`src/rtl/uwd_pkg.sv`:
```
package uwd_pkg;

    typedef enum logic [1:0] {
        UWD_A_CFG    = 2'd0,
        UWD_A_UNLOCK = 2'd1,
        UWD_A_KICK   = 2'd2,
        UWD_A_NONE   = 2'd3
    } uwd_addr_e;

    typedef enum logic [1:0] {
        UWD_M_DIRECT = 2'd0,
        UWD_M_ROTATE = 2'd1,
        UWD_M_FIXED  = 2'd2,
        UWD_M_CHAIN  = 2'd3
    } uwd_method_e;

    typedef enum logic {
        ST_LOCKED = 1'b0,
        ST_OPEN   = 1'b1
    } uwd_state_e;

    // configuration word field positions
    localparam int CFG_METH_LO = 16;
    localparam int CFG_GUARD   = 18;
    localparam int CFG_UF_IRQ  = 20;
    localparam int CFG_UF_RST  = 21;
    localparam int CFG_RV_IRQ  = 22;
    localparam int CFG_RV_RST  = 23;

    // event vector positions
    localparam int EV_RV = 0;
    localparam int EV_UF = 1;

    typedef struct packed {
        logic uf_irq;
        logic uf_rst;
        logic rv_irq;
        logic rv_rst;
    } uwd_route_t;

endpackage

```
`src/rtl/uwd_cfg_regs.sv`:
```
module uwd_cfg_regs
    import uwd_pkg::*;
#(
    parameter int            PW_W   = 16,
    parameter int            DATA_W = 32,
    parameter logic [PW_W-1:0] RST_PW = 16'hED09
) (
    input  logic              clk,
    input  logic              rst_n,
    input  logic              cfg_we,
    input  logic [DATA_W-1:0] wdata,
    output logic [PW_W-1:0]   pw,
    output uwd_method_e       method,
    output logic              guard_en,
    output uwd_route_t        route
);

    always_ff @(posedge clk or negedge rst_n) begin
        if (!rst_n) begin
            pw       <= RST_PW;
            method   <= UWD_M_DIRECT;
            guard_en <= 1'b1;
            route    <= '0;
        end else if (cfg_we) begin
            pw            <= wdata[PW_W-1:0];
            method        <= uwd_method_e'(wdata[CFG_METH_LO+1:CFG_METH_LO]);
            guard_en      <= wdata[CFG_GUARD];
            route.uf_irq  <= wdata[CFG_UF_IRQ];
            route.uf_rst  <= wdata[CFG_UF_RST];
            route.rv_irq  <= wdata[CFG_RV_IRQ];
            route.rv_rst  <= wdata[CFG_RV_RST];
        end
    end

endmodule

```
`src/rtl/uwd_expect_gen.sv`:
```
module uwd_expect_gen
    import uwd_pkg::*;
#(
    parameter int              PW_W      = 16,
    parameter logic [PW_W-1:0] FIXED_WORD = 16'h55AA,
    parameter logic [PW_W-1:0] RST_PW    = 16'hED09
) (
    input  logic            clk,
    input  logic            rst_n,
    input  logic            cfg_we,
    input  logic [PW_W-1:0] new_pw,
    input  logic            consume,
    input  logic [PW_W-1:0] pw,
    input  uwd_method_e     method,
    output logic [PW_W-1:0] exp_word
);

    localparam int TOP = PW_W - 1;

    logic [PW_W-1:0] last_q;
    logic [PW_W-1:0] rot_w;
    logic [PW_W-1:0] chain_w;

    assign rot_w   = {pw[TOP-1:0], pw[TOP]};
    assign chain_w = {last_q[TOP-1:0], last_q[TOP] ^ pw[0]};

    always_comb begin
        unique case (method)
            UWD_M_DIRECT: exp_word = pw;
            UWD_M_ROTATE: exp_word = rot_w;
            UWD_M_FIXED:  exp_word = FIXED_WORD;
            UWD_M_CHAIN:  exp_word = chain_w;
            default:      exp_word = pw;
        endcase
    end

    // history of the chained scheme: seeded from the password, advanced per consumed unlock
    always_ff @(posedge clk or negedge rst_n) begin
        if (!rst_n) begin
            last_q <= RST_PW;
        end else if (cfg_we) begin
            last_q <= new_pw;
        end else if (consume) begin
            last_q <= exp_word;
        end
    end

endmodule

```
`src/rtl/uwd_fsm.sv`:
```
module uwd_fsm
    import uwd_pkg::*;
#(
    parameter int                PW_W     = 16,
    parameter int                DATA_W   = 32,
    parameter logic [DATA_W-1:0] KICK_KEY = 32'h5A45524F
) (
    input  logic              clk,
    input  logic              rst_n,
    input  logic              wr_en,
    input  logic [1:0]        wr_addr,
    input  logic [DATA_W-1:0] wr_data,
    input  logic              guard_en,
    input  logic [PW_W-1:0]   exp_word,
    output uwd_state_e        st,
    output logic              consume,
    output logic              kick_q,
    output logic [1:0]        evt_q
);

    uwd_state_e st_nxt;
    logic       kick_nxt;
    logic       uf_nxt;
    logic       rv_nxt;
    logic       key_ok;
    logic       word_ok;

    assign key_ok  = (wr_data == KICK_KEY);
    assign word_ok = (wr_data[PW_W-1:0] == exp_word);

    // state register
    always_ff @(posedge clk or negedge rst_n) begin
        if (!rst_n) begin
            st <= ST_LOCKED;
        end else begin
            st <= st_nxt;
        end
    end

    // transition decisions
    always_comb begin
        st_nxt   = st;
        consume  = 1'b0;
        kick_nxt = 1'b0;
        uf_nxt   = 1'b0;
        rv_nxt   = 1'b0;
        if (wr_en) begin
            case (uwd_addr_e'(wr_addr))
                UWD_A_CFG: begin
                    st_nxt = ST_LOCKED;                 // reconfigure
                end
                UWD_A_UNLOCK: begin
                    if (guard_en) begin
                        if (word_ok) begin
                            st_nxt = ST_OPEN;           // unlock-match
                        end else begin
                            st_nxt = ST_LOCKED;         // unlock-miss
                            uf_nxt = 1'b1;
                        end
                    end
                end
                UWD_A_KICK: begin
                    if (!guard_en) begin
                        kick_nxt = key_ok;
                        rv_nxt   = !key_ok;
                    end else begin
                        unique case (st)
                            ST_LOCKED: begin
                                rv_nxt = 1'b1;          // kick-while-locked
                            end
                            ST_OPEN: begin
                                st_nxt   = ST_LOCKED;   // kick-consume
                                consume  = 1'b1;
                                kick_nxt = key_ok;
                                rv_nxt   = !key_ok;
                            end
                            default: rv_nxt = 1'b1;
                        endcase
                    end
                end
                default: ;
            endcase
        end
    end

    // registered outputs
    always_ff @(posedge clk or negedge rst_n) begin
        if (!rst_n) begin
            kick_q <= 1'b0;
            evt_q  <= '0;
        end else begin
            kick_q       <= kick_nxt;
            evt_q[EV_UF] <= uf_nxt;
            evt_q[EV_RV] <= rv_nxt;
        end
    end

endmodule

```
`src/rtl/uwd_evt_route.sv`:
```
module uwd_evt_route
    import uwd_pkg::*;
(
    input  logic [1:0] evt,
    input  uwd_route_t route,
    output logic       irq,
    output logic       rst_req
);

    assign irq     = (evt[EV_UF] & route.uf_irq) | (evt[EV_RV] & route.rv_irq);
    assign rst_req = (evt[EV_UF] & route.uf_rst) | (evt[EV_RV] & route.rv_rst);

endmodule

```
`src/rtl/uwd_refresh_guard.sv`:
```
module uwd_refresh_guard
    import uwd_pkg::*;
#(
    parameter int                PW_W       = 16,
    parameter int                DATA_W     = 32,
    parameter logic [DATA_W-1:0] KICK_KEY   = 32'h5A45524F,
    parameter logic [PW_W-1:0]   FIXED_WORD = 16'h55AA,
    parameter logic [PW_W-1:0]   RST_PW     = 16'hED09
) (
    input  logic              clk,
    input  logic              rst_n,
    input  logic              wr_en,
    input  logic [1:0]        wr_addr,
    input  logic [DATA_W-1:0] wr_data,
    output logic              kick_o,
    output logic [1:0]        evt_o,
    output logic              irq_o,
    output logic              rst_req_o
);

    logic            cfg_we;
    logic [PW_W-1:0] pw;
    uwd_method_e     method;
    logic            guard_en;
    uwd_route_t      route;
    logic [PW_W-1:0] exp_word;
    uwd_state_e      st;
    logic            consume;

    assign cfg_we = wr_en && (wr_addr == UWD_A_CFG);

    uwd_cfg_regs #(.PW_W(PW_W), .DATA_W(DATA_W), .RST_PW(RST_PW)) u_cfg (
        .clk      (clk),
        .rst_n    (rst_n),
        .cfg_we   (cfg_we),
        .wdata    (wr_data),
        .pw       (pw),
        .method   (method),
        .guard_en (guard_en),
        .route    (route)
    );

    uwd_expect_gen #(.PW_W(PW_W), .FIXED_WORD(FIXED_WORD), .RST_PW(RST_PW)) u_exp (
        .clk      (clk),
        .rst_n    (rst_n),
        .cfg_we   (cfg_we),
        .new_pw   (wr_data[PW_W-1:0]),
        .consume  (consume),
        .pw       (pw),
        .method   (method),
        .exp_word (exp_word)
    );

    uwd_fsm #(.PW_W(PW_W), .DATA_W(DATA_W), .KICK_KEY(KICK_KEY)) u_fsm (
        .clk      (clk),
        .rst_n    (rst_n),
        .wr_en    (wr_en),
        .wr_addr  (wr_addr),
        .wr_data  (wr_data),
        .guard_en (guard_en),
        .exp_word (exp_word),
        .st       (st),
        .consume  (consume),
        .kick_q   (kick_o),
        .evt_q    (evt_o)
    );

    uwd_evt_route u_route (
        .evt     (evt_o),
        .route   (route),
        .irq     (irq_o),
        .rst_req (rst_req_o)
    );

endmodule

```
`config.mk`:
```
export PLATFORM = sky130hd
export DESIGN_NAME = uwd_refresh_guard
export DESIGN_NICKNAME = d
export VERILOG_FILES = /design/src/rtl/uwd_pkg.sv /design/src/rtl/uwd_cfg_regs.sv /design/src/rtl/uwd_expect_gen.sv /design/src/rtl/uwd_fsm.sv /design/src/rtl/uwd_evt_route.sv /design/src/rtl/uwd_refresh_guard.sv
export SDC_FILE = /design/constraint.sdc
export NUM_CORES = 1
export LEC_CHECK = 0
export BUFFER_PORTS_ARGS = -buffer_cell sky130_fd_sc_hd__buf_4
export CAP_MARGIN = 30
export CORE_ASPECT_RATIO = 2
export CORE_MARGIN = 2
export CORE_UTILIZATION = 50
export CTS_CLUSTER_DIAMETER = 40
export DETAILED_ROUTE_END_ITERATION = 6
export GPL_TIMING_DRIVEN = 1
export PLACE_DENSITY = 0.78
export SYNTH_ARGS = -nofsm -noshare
export SYNTH_HDL_FRONTEND = slang
export SYNTH_SLANG_ARGS = --single-unit
```
`constraint.sdc`:
```
create_clock -name clk -period 1.55 [get_ports clk]
set_input_delay 0.31 -clock clk [delete_from_list [all_inputs] [get_ports clk]]
set_output_delay 0.31 -clock clk [all_outputs]
set_load 0.1 [all_outputs]
```
# [Word level (Yosys, flattened, before mapping)]
# Index checks and enable logic that the tools add are counted.
[op_classes] n_eq_ne=9 mux=23 bitwise=8 reduce_logical=7
[op_table] op="16-bit case mux with 4 select lines" count=1
[op_table] op="32-bit by 31-bit == test with 1-bit output (second input constant)" count=1
[op_table] op="16-bit two-way mux" count=2
[op_table] op="1-bit two-way mux" count=18
[op_table] op="16-bit == test" count=1
[op_table] op="2-bit == test (second input constant)" count=3
[op_table] op="1-bit bitwise AND" count=4
[op_table] op="2-bit by 1-bit == test with 1-bit output (second input constant)" count=2
[op_table] op="2-bit logical NOT" count=2
[op_table] op="2-bit != test (second input constant)" count=2
[op_table] op="4-bit AND reduction" count=1
[op_table] op="1-bit case mux with 3 select lines" count=1
[op_table] op="3-bit nonzero test" count=1
[op_table] op="1-bit OR" count=2
[op_table] op="1-bit case mux with 2 select lines" count=1
[op_table] op="2-bit nonzero test" count=1
[op_table] op="1-bit logical AND" count=1
[op_table] op="1-bit logical NOT" count=1
[op_table] op="1-bit NOT" count=1
[op_table] op="1-bit XOR" count=1
[word_totals] ff_bits=43 inputBits=37 elab_cells=58

# [Longest topological paths before layout]
# Gate-level depths: netlist of the first run.
[logic_depth] word_depth=7 depth_mapped=8 ltp_nobuf=6

# [Modules after synthesis]
# From an unflattened synthesis of the first run, not the netlist that was laid out.
[unflattened] cells_unflattened=229 hier_area_um2=2503.7
[modules_own_cells] mod="uwd_expect_gen" instances=1 cells_per_inst=129 area_per_inst_um2=1164.9 seq_area_each_um2=410.4
[modules_own_cells] mod="uwd_cfg_regs" instances=1 cells_per_inst=48 area_per_inst_um2=868.3 seq_area_each_um2=586.8
[modules_own_cells] mod="uwd_fsm" instances=1 cells_per_inst=49 area_per_inst_um2=440.4 seq_area_each_um2=100.1
[modules_own_cells] mod="uwd_evt_route" instances=1 cells_per_inst=2 area_per_inst_um2=17.5 seq_area_each_um2=0.0
[modules_own_cells] mod="uwd_refresh_guard" instances=1 cells_per_inst=1 area_per_inst_um2=12.5 seq_area_each_um2=0.0

# [Least setup slack after synthesis of the first run]
# No wires, ideal clock.
[synth_path] kind="reg2out" from="register u_fsm.evt_q[1]" to="output port rst_req_o" arrival_ps=1821 t_required_ps=1240 slack_ps=-581 path_stages_with_launch=2 path_buffers=0 cell_sequence="dfrtp_1 -> a22o_1"
[synth_via] elab_chain_len=2
[synth_rtl] element="start: declaration" line_no="uwd_fsm.sv:18" source="output logic [1:0] evt_q"
[synth_rtl] element="start signal: indexed assignment" line_no="uwd_fsm.sv:93" source="evt_q[EV_UF] <= uf_nxt;"
[synth_rtl] element="start signal: indexed assignment" line_no="uwd_fsm.sv:94" source="evt_q[EV_RV] <= rv_nxt;"
[synth_rtl] element="1-bit bitwise AND" line_no="uwd_evt_route.sv:11" source="assign rst_req = (evt[EV_UF] & route.uf_rst) | (evt[EV_RV] & route.rv_rst);"
[synth_rtl] element="1-bit OR" line_no="uwd_evt_route.sv:11"
[synth_rtl] element="end: declaration" line_no="uwd_refresh_guard.sv:18" source="output logic rst_req_o"
# Every way passes these cells.

# [Final worst setup path of the first run]
[layout_path] from="register u_cfg.method[0]" to="register u_fsm.st"
[layout_via] elab_chain_len=6 elab_cells_between_ends=9 cone_classes="eq/ne (4); mux (4); reduce/logical (1)"
[layout_rtl] element="start: declaration" line_no="uwd_cfg_regs.sv:13" source="output uwd_method_e method,"
[layout_rtl] element="start signal: assignment" line_no="uwd_cfg_regs.sv:26" source="method <= uwd_method_e'(wdata[CFG_METH_LO+1:CFG_METH_LO]);"
[layout_rtl] element="2-bit == test (tied with other cells)" line_no="uwd_expect_gen.sv:28" source="unique case (method)"
[layout_rtl] element="16-bit case mux with 4 select lines *" line_no="uwd_expect_gen.sv:28"
[layout_rtl] element="16-bit == test *" line_no="uwd_fsm.sv:29" source="assign word_ok = (wr_data[PW_W-1:0] == exp_word);"
[layout_rtl] element="1-bit two-way mux *" line_no="uwd_fsm.sv:54" source="if (word_ok) begin"
[layout_rtl] element="1-bit two-way mux *" line_no="uwd_fsm.sv:53" source="if (guard_en) begin"
[layout_rtl] element="1-bit case mux with 3 select lines *" line_no="uwd_fsm.sv:48" source="case (uwd_addr_e'(wr_addr))"
[layout_rtl] element="end signal: assignment" line_no="uwd_fsm.sv:36" source="st <= st_nxt;"
[layout_rtl] element="end: declaration" line_no="uwd_fsm.sv:15" source="output uwd_state_e st,"
# Mark *: on every way between the ends. The rest lies on a longest branch, timed or not. The select of a mux whose other input is x is not followed.
# A chain may end at the register's enable or synchronous reset.

==> results.cfg, run 1 <==
[status]
violations = negative hold slack, negative setup slack
status = complete, but fails checks

[layout]
nNetsFinal = 347
fillCellCount = 412
syn2layout_area_growth_pct = 23.43
final_layout_size_suffix_gt1_frac = 0.2926
regArea_sq_mm = 0.001100
multi_input_area_sq_mm = 0.001224
final_util = 0.6422
fin_cells = 366
fin_area_sq_mm = 0.002953
diodes = 0

[worst_hold_path]
hp-class = input pin to async pin

[synth]
synth_nets = 295
yosysTopAreaCellShare = 0.2720
synth_common_cells = nand2_1, dfrtp_1, mux2i_1
syn_inst = 258
synth.area.top_cells = dfrtp_1, dfstp_2, nand2_1
postSynthAreaPerCell_sq_um = 9.272
synth_edf_count = 0
ys_seq_elements = 43
yosys.area.top_type = dfrtp_1
yosysWarnings = 0
synth.most_common_cell = nand2_1
netlist_area_sq_mm = 0.002392
async_flop_share = 1.000
ys_types = 34
ys_dominant_reg_cell = dfrtp_1
ys_seq_area_frac = 0.4587

[setup_path]
worstPathRequired_ns = 1.78
worst_setup_path_end_kind = flip-flop
crit_chain = buf_12 -> mux2i_1 -> o21ai_1 -> xnor2_1 -> nand4_1 -> nor3_2 -> a32o_1
cp.arrival_ns = 1.96
worstSetupStartpointType = flip-flop
rr_worst_depth = 7
cp.depth = 7
rrSetupSlack_ns = -0.18
critPathTopFamily = simple AND/OR/NAND/NOR gates
slowest_stage = dfrtp_1
r2r-start = u_cfg.method[0]
endpoint = u_fsm.st
path_max_fanout = 32
path_buf_inv = 1
crit_type = flip-flop to flip-flop
reg2reg_to = u_fsm.st
cp_slowest_stage_delay_ns = 0.38
crit_path_start = u_cfg.method[0]

[routing]
wire_per_inst_microns = 16.42
vias = 2063
drtPass1Iterations = 4
vias_per_cell = 5.637
postRouteAntennaNets = 0
route.detailed.drc = 0
drtIter0Drc = 94
wl_mm = 6.011

[timing]
clock.fmax_ghz = 0.5770
rsz0062_at_grt = yes
worst_slew_margin_rel = 0.6456
holdWs_ns = -0.008841
setup_ws_ns = -0.1831
setup_viol_count_final = 2
hold_violations = 10
skew_ns = 0.003540
drv_slew = 0
period_needed_ns = 1.733
tightest_slew_ns = 0.5316
period_share = 1.118

[floorplanning]
core_area_sq_mm = 0.004598
initial_utilization = 0.5203
die_y_microns = 101.8
dieWidth_microns = 52.91
rows = 35
io_pins = 42
dieArea_sq_mm = 0.005387

[pwr]
pwr-share-seq = 0.467
clock_power_share = 0.215
p_sw_uw = 1002
peakVddDrop_mv = 0.7524
combPwrFrac = 0.318
internal_power_uw = 2164
swShare = 0.3166
powerDensity_mw_per_mm2 = 1072
p_leak_uw = 0.001400

[global_routing]
grt_pass1_wl_mm = 9.942
grt_pass1_vias = 2146
grt_usage = 0.2542
grt_max_degree = 44
grt_overflow = 0
antenna_found_initial = 0

[place]
port_buffers = 41
routabilityCongestion = 0.8746
dp_cells = 356
dp_hpwl_mm = 4.449
place_ws_ns = -0.2013
dpl_cell_area_sq_mm = 0.002833

[clocking]
htree_levels = 2
cts_buffers = 5
clkSinkCount = 43
cts_buffer_depth = 2
clock-root-buffer = clkbuf_8
cts_tree = built
clkLatencyLatePin_ns = 0.29
clk_pin_slew_ns = 0.08
cts-hold-fix-buffers = 0

[flow_run]
drv_cap = 0
area by class of cell:
cell class,count,share of cell area
Tap cell,55,0.02331
Inverter,1,0.001271
Multi-Input combinational cell,201,0.4144
Sequential cell,43,0.3725
Clock buffer,8,0.02712
Timing Repair Buffer,58,0.1614
power by group through the flow:
stage               combinational [uW]  sequential [uW]  clock [uW]
finish                            1010             1480         681
global route                      1110             1490         730
CTS                               1000             1470         697
detailed placement                 970             1490           0
global placement                   950             1490           0
floorplan                          660             1450           0
worst min path at each step:
| stage | from | to | slack [ns] | cells after the start |
|---|---|---|---|---|
| floorplan | rst_n | u_cfg.method[0] | 0.01 | 0 |
| global placement | rst_n | u_cfg.route[1] | 0.32 | 1 |
| detailed placement | rst_n | u_cfg.method[1] | 0.33 | 1 |
| CTS | rst_n | u_exp.last_q[1] | 0.01 | 1 |
| global route | rst_n | u_cfg.route[1] | 0.03 | 1 |
| finish | rst_n | u_cfg.route[1] | -0.009 | 1 |
routing by layer:
metal / track usage / part of all wire / vias up
met5: 0 / 0 / -
met3: 0.03655 / 0.035 / 18
met1: 0.2867 / 0.37 / 996
met4: 0.1460 / 0.047 / 0
li1: - / - / 992
met2: 0.4413 / 0.55 / 57
cell families (layout without fill, tap and decap cells):
kind of cell	count (synthesis)	count (layout)	synth area share
simple gates	127	127	0.2479
flops	43	43	0.4587
compound gates	34	34	0.09519
mux	23	23	0.09623
xor+xnor	17	17	0.06224
buf+inv	14	67	0.03974
state kept, by name (all words and copies together), names as in the netlist:
signal / count
u_cfg.method: 2
u_exp.last_q: 16
u_fsm.kick_q: 1
u_cfg.route: 4
u_cfg.pw: 16
u_fsm.evt_q: 2
u_fsm.st: 1
u_cfg.guard_en: 1
timing repair:
item,in CTS,in global routing
resized for setup,4,3
pin swaps,3,0
buffers inserted,2,0
setup endpoints to repair,4,5
per-stage QoR:
stage / total power, uW / TNS [ns]
after floorplan: 2109 / -0.02198
after global placement: 2437 / -0.4508
after detailed placement: 2460 / -0.5448
after CTS: 3169 / -0.3138
after global routing: 3335 / -0.5386
final: 3166 / -0.3460
cells in the final DEF, fill, tap and decap left out, types with 5 or more instances in the layout:
cell type   n
a22oi_1    14
buf_4      54
clkbuf_8    5
dfrtp_1    24
dfstp_2    17
mux2i_1    23
nand2_1    84
nand3_1     9
nor2_1      5
nor2b_1     7
o21ai_1     7
xnor2_1    17
Note: power is estimated with default switching activity, not from simulation.
==> run 2, diff against run 1 <==
- BUFFER_PORTS_ARGS: -buffer_cell sky130_fd_sc_hd__buf_4 -> default
- CORE_ASPECT_RATIO: 2 -> default
- DONT_BUFFER_PORTS: default -> 1
- PLACE_DENSITY: 0.78 -> 0.71
==> run 2 against run 1 <==
The run ends with negative setup slack left. Sequential cell count stayed put. Non-clock buffer count is 39 lower. Via count shrank 8.8%. First-iteration DRC count is 70% higher. Fmax up 0.43%. Final cell count decreased by 11%. Clock power increased by 15%. Largest power group unchanged.
==> results.cfg, run 2 (synthesis gave the netlist of run 1 again) <==
[setup_path]
worst_setup_path_end_kind = flip-flop
cp.arrival_ns = 1.96
worstPathRequired_ns = 1.78
path_max_fanout = 17
crit_type = flip-flop to flip-flop
worstSetupStartpointType = flip-flop

[timing]
clock.fmax_ghz = 0.5795
setup_ws_ns = -0.1756
tightest_slew_ns = 0.5038
worst_slew_margin_rel = 0.6641
period_share = 1.113
setup_viol_count_final = 2
hold_violations = 0
drv_slew = 0
period_needed_ns = 1.726
rsz0062_at_grt = yes
skew_ns = 0.003434

[floorplanning]
dieWidth_microns = 73.17
io_pins = 42
die_y_microns = 73.17
dieArea_sq_mm = 0.005354
rows = 25
initial_utilization = 0.5133
core_area_sq_mm = 0.004661

[routing]
route.detailed.drc = 0
drtPass1Iterations = 4
wire_per_inst_microns = 17.29
vias = 1882
postRouteAntennaNets = 0
drtIter0Drc = 160
wl_mm = 5.636
vias_per_cell = 5.773

[status]
violations = negative setup slack
status = complete, but fails checks

[global_routing]
grt_overflow = 0
grt.busiest_layer = met2
grt_max_degree = 44
grt_use_met3 = 0.03591
antenna_found_initial = 0
grt_usage = 0.2177
grtUsageMet1 = 0.3007
grt_pass1_wl_mm = 8.914
grt_pass1_vias = 1829
met2_usage = 0.3403

[layout]
multi_input_area_sq_mm = 0.001221
nNetsFinal = 308
mostFrequentLayoutCell = nand2_1
diodes = 0
regArea_sq_mm = 0.001101
mostFrequentLayoutCells = nand2_1, dfrtp_1, mux2i_1
fillCellCount = 404
top_regs = u_cfg.pw: 16 flops, u_exp.last_q: 16 flops, u_cfg.route: 4 flops
final_layout_size_suffix_gt1_frac = 0.2022
syn2layout_area_growth_pct = 13.13
fin_cells = 326

[pwr]
p_sw_uw = 968.4
combPwrFrac = 0.283
swShare = 0.3072
pwr-share-seq = 0.469
clock_power_share = 0.248
p_leak_uw = 0.001228
internal_power_uw = 2184
powerDensity_mw_per_mm2 = 1165
peakVddDrop_mv = 0.5228

[clocking]
clock-root-buffer = clkbuf_8
htree_levels = 2
clk_pin_slew_ns = 0.08
cts_buffers = 5
clkSinkCount = 43
cts_tree = built
clkLatencyLatePin_ns = 0.30
cts_buffer_depth = 2

[place]
place_ws_ns = -0.08762
port_buffers = 0
routabilityCongestion = 0.8531
dp_hpwl_mm = 3.879
dp_cells = 313

[flow_run]
drv_cap = 0

[worst_hold_path]
hp-class = input pin to flip-flop
## run 2: cell types whose count changed in the layout (fill, tap and decap cells not counted), sizes merged
cell / before / now
buf: 58 / 17
clkbuf: 8 / 9
dlygate4sd3: 0 / 1
## run 2: worst paths after layout
check / start / endpoint / slack [ns] / cells past startpoint
min in group asynchronous: rst_n / u_exp.last_q[6] / 0.46 / 2
worst max register to register: u_cfg.method[0] / u_fsm.st / -0.18 / 7
worst min register to register: u_cfg.pw[3] / u_cfg.pw[3] / 0.47 / 2
worst max-delay path: u_cfg.method[0] / u_fsm.st / -0.18 / 7
max in group asynchronous: rst_n / u_exp.last_q[3] / 0.81 / 2
worst min-delay path: wr_data[0] / u_cfg.pw[0] / 0.10 / 2
## run 2: timing repair
| action | CTS | global route |
|---|---|---|
| gates cloned | 0 | 1 |
| resized for setup | 3 | 6 |
| hold buffers | 2 | 0 |
| setup endpoints to repair | 2 | 9 |
| endpoints found under the hold margin | 43 | 0 |
| buffers inserted | 0 | 2 |
## run 2: layer usage
layer / up-vias / wire [microns]
met5: - / 0
met4: 0 / 90
met3: 10 / 284
met2: 44 / 2755
met1: 914 / 2506
li1: 914 / -
## run 2: layout make-up
class	instances	share of cell area
timing repair buffer	19	0.07859
multi-input combinational	201	0.4512
tap	54	0.02497
inverter	1	0.001387
clock buffer	8	0.03699
sequential	43	0.4068
## run 2: metrics by stage
| step | instance area [sq um] | TNS (ns) | hold slack [ns] | power, uW | util |
|---|---|---|---|---|---|
| after detailed placement | 2516 | -0.1697 | 0.01554 | 2284 | 0.5399 |
| after CTS | 2650 | -0.1708 | 0.1081 | 3111 | 0.5686 |
| after floorplan | 2397 | -0.02198 | 0.01441 | 2109 | - |
| final | 2706 | -0.3141 | 0.1038 | 3152 | 0.5807 |
| after global placement | 2516 | -0.09488 | 0.01616 | 2260 | 0.5399 |
| after global routing | 2706 | -0.6543 | 0.1197 | 3322 | 0.5807 |
## run 2: power groups by stage
stage | clock, uW | sequential (uW) | combinational, uW
6_report | 783 | 1480 | 892
5_1_grt | 837 | 1500 | 986
4_1_cts | 804 | 1470 | 838
3_5_place_dp | 0 | 1490 | 799
3_3_place_gp | 0 | 1480 | 777
2_1_floorplan | 0 | 1450 | 660
## run 2: critical path, cell delays in order, from the launching register on
cell and delay (ns):
dfrtp_2 0.45, buf_12 0.17, nor2b_1 0.13, mux2i_1 0.23, xnor2_1 0.16, nand4_1 0.13, nor3_2 0.18, a32o_1 0.20
